`src/rtl/evt_status_pkg.sv`:
```
package evt_status_pkg;
    localparam int EVW     = 8;
    localparam int BIT_OPC = 0;
    localparam int BIT_QRY = 2;
    localparam int BIT_DEV = 3;
    localparam int BIT_EXE = 4;
    localparam int BIT_CMD = 5;
    localparam int BIT_PWR = 7;
    localparam logic [EVW-1:0] IMPL_MASK = 8'hBD;

    typedef enum logic [1:0] {
        PU_ARM  = 2'd0,
        PU_POST = 2'd1,
        PU_RUN  = 2'd2
    } pu_state_e;
endpackage

```
`src/rtl/evt_pwrup_seq.sv`:
```
module evt_pwrup_seq
    import evt_status_pkg::*;
(
    input  logic      clk,
    input  logic      rst_n,
    output pu_state_e state_o,
    output logic      pwr_pulse_o
);
    pu_state_e state_q, state_d;

    // next-state logic
    always_comb begin
        state_d = state_q;
        unique case (state_q)
            PU_ARM:  state_d = PU_POST;
            PU_POST: state_d = PU_RUN;
            PU_RUN:  state_d = PU_RUN;
            default: state_d = PU_RUN;
        endcase
    end

    // state register
    always_ff @(posedge clk or negedge rst_n) begin
        if (!rst_n) state_q <= PU_ARM;
        else        state_q <= state_d;
    end

    // outputs
    always_comb begin
        pwr_pulse_o = 1'b0;
        unique case (state_q)
            PU_ARM:  pwr_pulse_o = 1'b0;
            PU_POST: pwr_pulse_o = 1'b1;
            PU_RUN:  pwr_pulse_o = 1'b0;
            default: pwr_pulse_o = 1'b0;
        endcase
    end

    assign state_o = state_q;
endmodule

```
`src/rtl/evt_latch_bank.sv`:
```
module evt_latch_bank #(
    parameter int               W    = 8,
    parameter logic [W-1:0]     MASK = '1
) (
    input  logic         clk,
    input  logic         rst_n,
    input  logic [W-1:0] set_i,
    input  logic         clr_i,
    output logic [W-1:0] q_o
);
    for (genvar i = 0; i < W; i++) begin : g_bit
        if (MASK[i]) begin : g_impl
            logic bit_q;
            // a set in the clear cycle wins over the clear
            always_ff @(posedge clk or negedge rst_n) begin
                if (!rst_n)        bit_q <= 1'b0;
                else if (set_i[i]) bit_q <= 1'b1;
                else if (clr_i)    bit_q <= 1'b0;
            end
            assign q_o[i] = bit_q;
        end else begin : g_void
            assign q_o[i] = 1'b0;
        end
    end
endmodule

```
`src/rtl/evt_enable_reg.sv`:
```
module evt_enable_reg #(
    parameter int           W    = 8,
    parameter logic [W-1:0] MASK = '1
) (
    input  logic         clk,
    input  logic         rst_n,
    input  logic         wr_i,
    input  logic [W-1:0] wdata_i,
    output logic [W-1:0] q_o
);
    logic [W-1:0] en_q;
    always_ff @(posedge clk or negedge rst_n) begin
        if (!rst_n)    en_q <= '0;
        else if (wr_i) en_q <= wdata_i & MASK;
    end
    assign q_o = en_q;
endmodule

```
`src/rtl/evt_summary_reg.sv`:
```
module evt_summary_reg #(
    parameter int W = 8
) (
    input  logic         clk,
    input  logic         rst_n,
    input  logic [W-1:0] ev_i,
    input  logic [W-1:0] en_i,
    output logic         sum_o
);
    logic sum_q;
    always_ff @(posedge clk or negedge rst_n) begin
        if (!rst_n) sum_q <= 1'b0;
        else        sum_q <= |(ev_i & en_i);
    end
    assign sum_o = sum_q;
endmodule

```
`src/rtl/evt_status_latch.sv`:
```
module evt_status_latch
    import evt_status_pkg::*;
(
    input  logic           clk,
    input  logic           rst_n,
    input  logic           cmd_err_i,
    input  logic           exe_err_i,
    input  logic           dev_err_i,
    input  logic           qry_err_i,
    input  logic           op_done_i,
    input  logic           rd_stb_i,
    output logic [EVW-1:0] rd_data_o,
    input  logic           clr_all_i,
    input  logic           en_wr_i,
    input  logic [EVW-1:0] en_wdata_i,
    output logic [EVW-1:0] en_rdata_o,
    output logic           summary_o
);
    pu_state_e      pu_state;
    logic           pwr_pulse;
    logic [EVW-1:0] set_vec;
    logic [EVW-1:0] ev_q;
    logic [EVW-1:0] en_q;
    logic           clr_any;

    evt_pwrup_seq u_seq (
        .clk         (clk),
        .rst_n       (rst_n),
        .state_o     (pu_state),
        .pwr_pulse_o (pwr_pulse)
    );

    always_comb begin
        set_vec          = '0;
        set_vec[BIT_PWR] = pwr_pulse;
        set_vec[BIT_CMD] = cmd_err_i;
        set_vec[BIT_EXE] = exe_err_i;
        set_vec[BIT_DEV] = dev_err_i;
        set_vec[BIT_QRY] = qry_err_i;
        set_vec[BIT_OPC] = op_done_i;
    end

    assign clr_any = rd_stb_i | clr_all_i;

    evt_latch_bank #(.W(EVW), .MASK(IMPL_MASK)) u_events (
        .clk   (clk),
        .rst_n (rst_n),
        .set_i (set_vec),
        .clr_i (clr_any),
        .q_o   (ev_q)
    );

    evt_enable_reg #(.W(EVW), .MASK(IMPL_MASK)) u_enable (
        .clk     (clk),
        .rst_n   (rst_n),
        .wr_i    (en_wr_i),
        .wdata_i (en_wdata_i),
        .q_o     (en_q)
    );

    evt_summary_reg #(.W(EVW)) u_sum (
        .clk   (clk),
        .rst_n (rst_n),
        .ev_i  (ev_q),
        .en_i  (en_q),
        .sum_o (summary_o)
    );

    assign rd_data_o  = ev_q;
    assign en_rdata_o = en_q;
endmodule

```
`config.mk`:
```
export PLATFORM = sky130hd
export DESIGN_NAME = evt_status_latch
export DESIGN_NICKNAME = d
export VERILOG_FILES = /design/src/rtl/evt_status_pkg.sv /design/src/rtl/evt_pwrup_seq.sv /design/src/rtl/evt_latch_bank.sv /design/src/rtl/evt_enable_reg.sv /design/src/rtl/evt_summary_reg.sv /design/src/rtl/evt_status_latch.sv
export SDC_FILE = /design/constraint.sdc
export NUM_CORES = 1
export LEC_CHECK = 0
export BUFFER_PORTS_ARGS = -buffer_cell sky130_fd_sc_hd__buf_2
export CORE_AREA = 8 8 50 52
export DETAILED_ROUTE_END_ITERATION = 12
export DIE_AREA = 0 0 58 60
export GPL_ROUTABILITY_DRIVEN = 0
export PLACE_DENSITY = 0.69
export RECOVER_POWER = 100
export SYNTH_ARGS = -nofsm -noshare
export SYNTH_HDL_FRONTEND = slang
export SYNTH_SLANG_ARGS = --single-unit
export TNS_END_PERCENT = 30
```
`constraint.sdc`:
```
create_clock -name clk -period 1.5 [get_ports clk]
set_input_delay 0 -clock clk [delete_from_list [all_inputs] [get_ports clk]]
set_output_delay 0 -clock clk [all_outputs]
set_load 0.02 [all_outputs]
```
==> results.yml <==
outcome:
  status: "finished, final reports clean"
global_route:
  grtUsageTotal_pct: 8.322
  grt_pass1_vias: 501
  grt_max_degree: 16
  grt_antenna_before_repair: 0
  grt.overflow.total: 0
  grt_pass1_wl_mm: 2.290
detailed_routing:
  drt_iter0_drc: 5
  firstDrtPassIters: 2
  postRouteWirelength_mm: 1.363
  routedWlPerCell_um: 13.50
  remaining_drc_errors: 0
  vias: 460
  vias_per_cell: 4.554
  antenna_left: 0
cts:
  cts_buffer_depth: 2
  cts_buffers: 3
  cts_root_buffer: "clkbuf_4"
  cts_sinks: 15
  htree_levels: 1
  cts_tree: "built"
  clkTransAtPathRegs_ns: 0.09
  post_cts_resized: 0
  clk_latency_ns: 0.27
timing:
  grt_setup_unrepaired: "no"
  setup_tns_ns: 0
  finalWorstSetupSlack_ns: 0.5845
  max_clock_freq_mhz: 1092
  finalClockSkew_ns: 0.006954
  post-route-period-util_pct: 61.03
  setup_viol: 0
  relSlewSlack_pct: 49.08
  finalMaxSlewViolations: 0
  finalCriticalPeriod_ns: 0.9155
  final_hold_viol_count: 0
  worst-slew-pin-transition_ns: 0.7639
yosys:
  synth_top_area_share_pct: 57.80
  ys_ff_latch: 15
  synth-compound-area-share_pct: 10.60
  muxShareOfSynthArea_pct: 13.87
  yosysSeqAreaShare_pct: 57.80
  yosysTopAreaCell: "dfrtp_1"
  synth.cell_area_um2: 649.4
  yosys-top-cells-area: "dfrtp_1 (58%), mux2_4 (14%), buf_4 (12%)"
  synthSimpleGateAreaFrac_pct: 2.697
  synth_fa_ha_area_share_pct: 0
  syn_area_per_cell_um2: 13.82
  synth-xor-area-share_pct: 0
  synth_cell_types: 12
  synth_top_family_by_area: "buffers and inverters"
  yosysWarnings: 0
  synth_cells: 47
floorplan:
  die_w_um: 58
  rows: 16
  ioPinCount: 35
  fp.dieH_um: 60
  start_util_pct: 36.04
  die_area_mm2: 0.003480
  coreArea_mm2: 0.001802
power:
  clock_power_share_pct: 26.0
  p_int_uw: 596.6
  pwr-share-seq_pct: 55.3
  swShare_pct: 27.33
  power_density_mw_per_mm2: 972.1
  p_sw_uw: 224.4
  p_leak_uw: 0.0004190
  power_frac_comb_pct: 18.7
  ir_drop_uv: 678.3
placement:
  place_ws_ns: 0.6953
  port_buffers: 28
setup_path:
  path_max_fanout: 3
  rr_endpoint: "u_enable.q_o[3]$_DFFE_PN0P_"
  r2r_slack_ns: 0.67
  cp_slowest_cell: "dfrtp_1"
  critPathLaunch: "u_enable.q_o[3]$_DFFE_PN0P_"
  worstReg2RegStart: "u_enable.q_o[3]$_DFFE_PN0P_"
  cp.arrival_ns: 0.92
  critPathTopFamily: "flip-flops"
  worstPathCellList: "clkbuf_1"
  crit_path_start_kind: "flip-flop"
  reg2reg_depth: 1
  crit_type: "reg2out"
  endpoint: "en_rdata_o[3]"
  cp.required_ns: 1.50
  end_kind: "output pin"
  path_depth: 1
  crit_buf_inv: 1
  cp_slowest_stage_delay_ns: 0.40
final_layout:
  final_cell_mix: "dfrtp_1 (15), buf_2 (14), clkbuf_1 (14)"
  final_nets: 102
  diodes: 0
  drive_gt1_share_pct: 24.10
  syn2layout_area_growth_pct: 30.06
  finalCoreUtilization_pct: 46.88
  mostFrequentLayoutCell: "dfrtp_1"
job:
  maxCapViolCount: 0
min_path:
  hold_class: "in2reg"
-- cell usage after synthesis --
cell     number
dfrtp_1      15
buf_4        10
mux2_4        6
a21o_1        5
a22oi_1       3
inv_1         2
a22o_1        1
buf_6         1
conb_1        1
nand3_1       1
nor2_2        1
or2_2         1
-- power groups by stage --
| stage | sequential, uW | combinational, uW | clock (uW) |
|---|---|---|---|
| final | 454 | 154 | 213 |
| after global routing | 459 | 169 | 246 |
| after CTS | 455 | 180 | 230 |
| after detailed placement | 462 | 155 | 0 |
| after global placement | 461 | 153 | 0 |
| after floorplan | 483 | 90.6 | 0 |
-- layer usage --
metal,track usage (%),share of wire [%],vias to the layer above
met1,9.887,41,220
met3,4.086,12,2
met5,0,0,-
met2,13.06,46,20
met4,2.098,0.95,0
li1,-,-,218
-- registers in the layout, summed over array words and instances (netlist names) --
signal,flops
u_enable.q_o,6
u_events.g_bit.g_impl.bit_q,6
u_seq.state_o,2
u_sum.sum_o,1
-- timing repair --
item | CTS | global route
endpoints found under the hold margin | 26 | 0
hold buffers | 12 | 0
setup buffers | 0 | 0
-- through the flow --
stage	cell area, um2	hold slack, ns	power (uW)	std cells
finish	844.6	0.07283	821.0	101
global route	844.6	0.06662	873.5	101
CTS	884.6	0.06644	863.8	101
detailed placement	737.0	-0.08245	616.9	85
global placement	737.0	-0.08908	614.1	85
floorplan	660.6	-0.2956	573.4	50
-- cell families (layout without fill, tap and decap cells) --
kind of cell           count (synthesis)  count (layout)
AOI/OAI and AO/OA                      9               9
and+or+nand+nor                        3               3
other                                  1               4
buffers and inverters                 13              46
muxes                                  6               6
DFF                                   15              15
-- how the worst min path moves through the flow --
stage                   from                                    endpoint  slack (ns)  cells after the start
floorplan              rst_n                 u_enable.q_o[0]$_DFFE_PN0P_       -0.30                      0
global placement       rst_n  u_events.g_bit[7].g_impl.bit_q$_DFFE_PN0P_       -0.09                      1
detailed placement     rst_n  u_events.g_bit[7].g_impl.bit_q$_DFFE_PN0P_       -0.08                      1
CTS                 rd_stb_i  u_events.g_bit[3].g_impl.bit_q$_DFFE_PN0P_        0.07                      3
global route        rd_stb_i  u_events.g_bit[4].g_impl.bit_q$_DFFE_PN0P_        0.07                      3
finish              rd_stb_i  u_events.g_bit[2].g_impl.bit_q$_DFFE_PN0P_        0.07                      3
-- layout make-up --
type / instances / area, um2
multi-input cells: 22 / 168.9
flip-flops and latches: 15 / 375.4
clock buffers: 3 / 22.52
clock inverters: 1 / 5.005
inverters: 2 / 7.507
well taps: 18 / 22.52
fillers: 192 / 957.2
repair buffers: 40 / 242.7
Note: power is estimated with default switching activity, not from simulation.
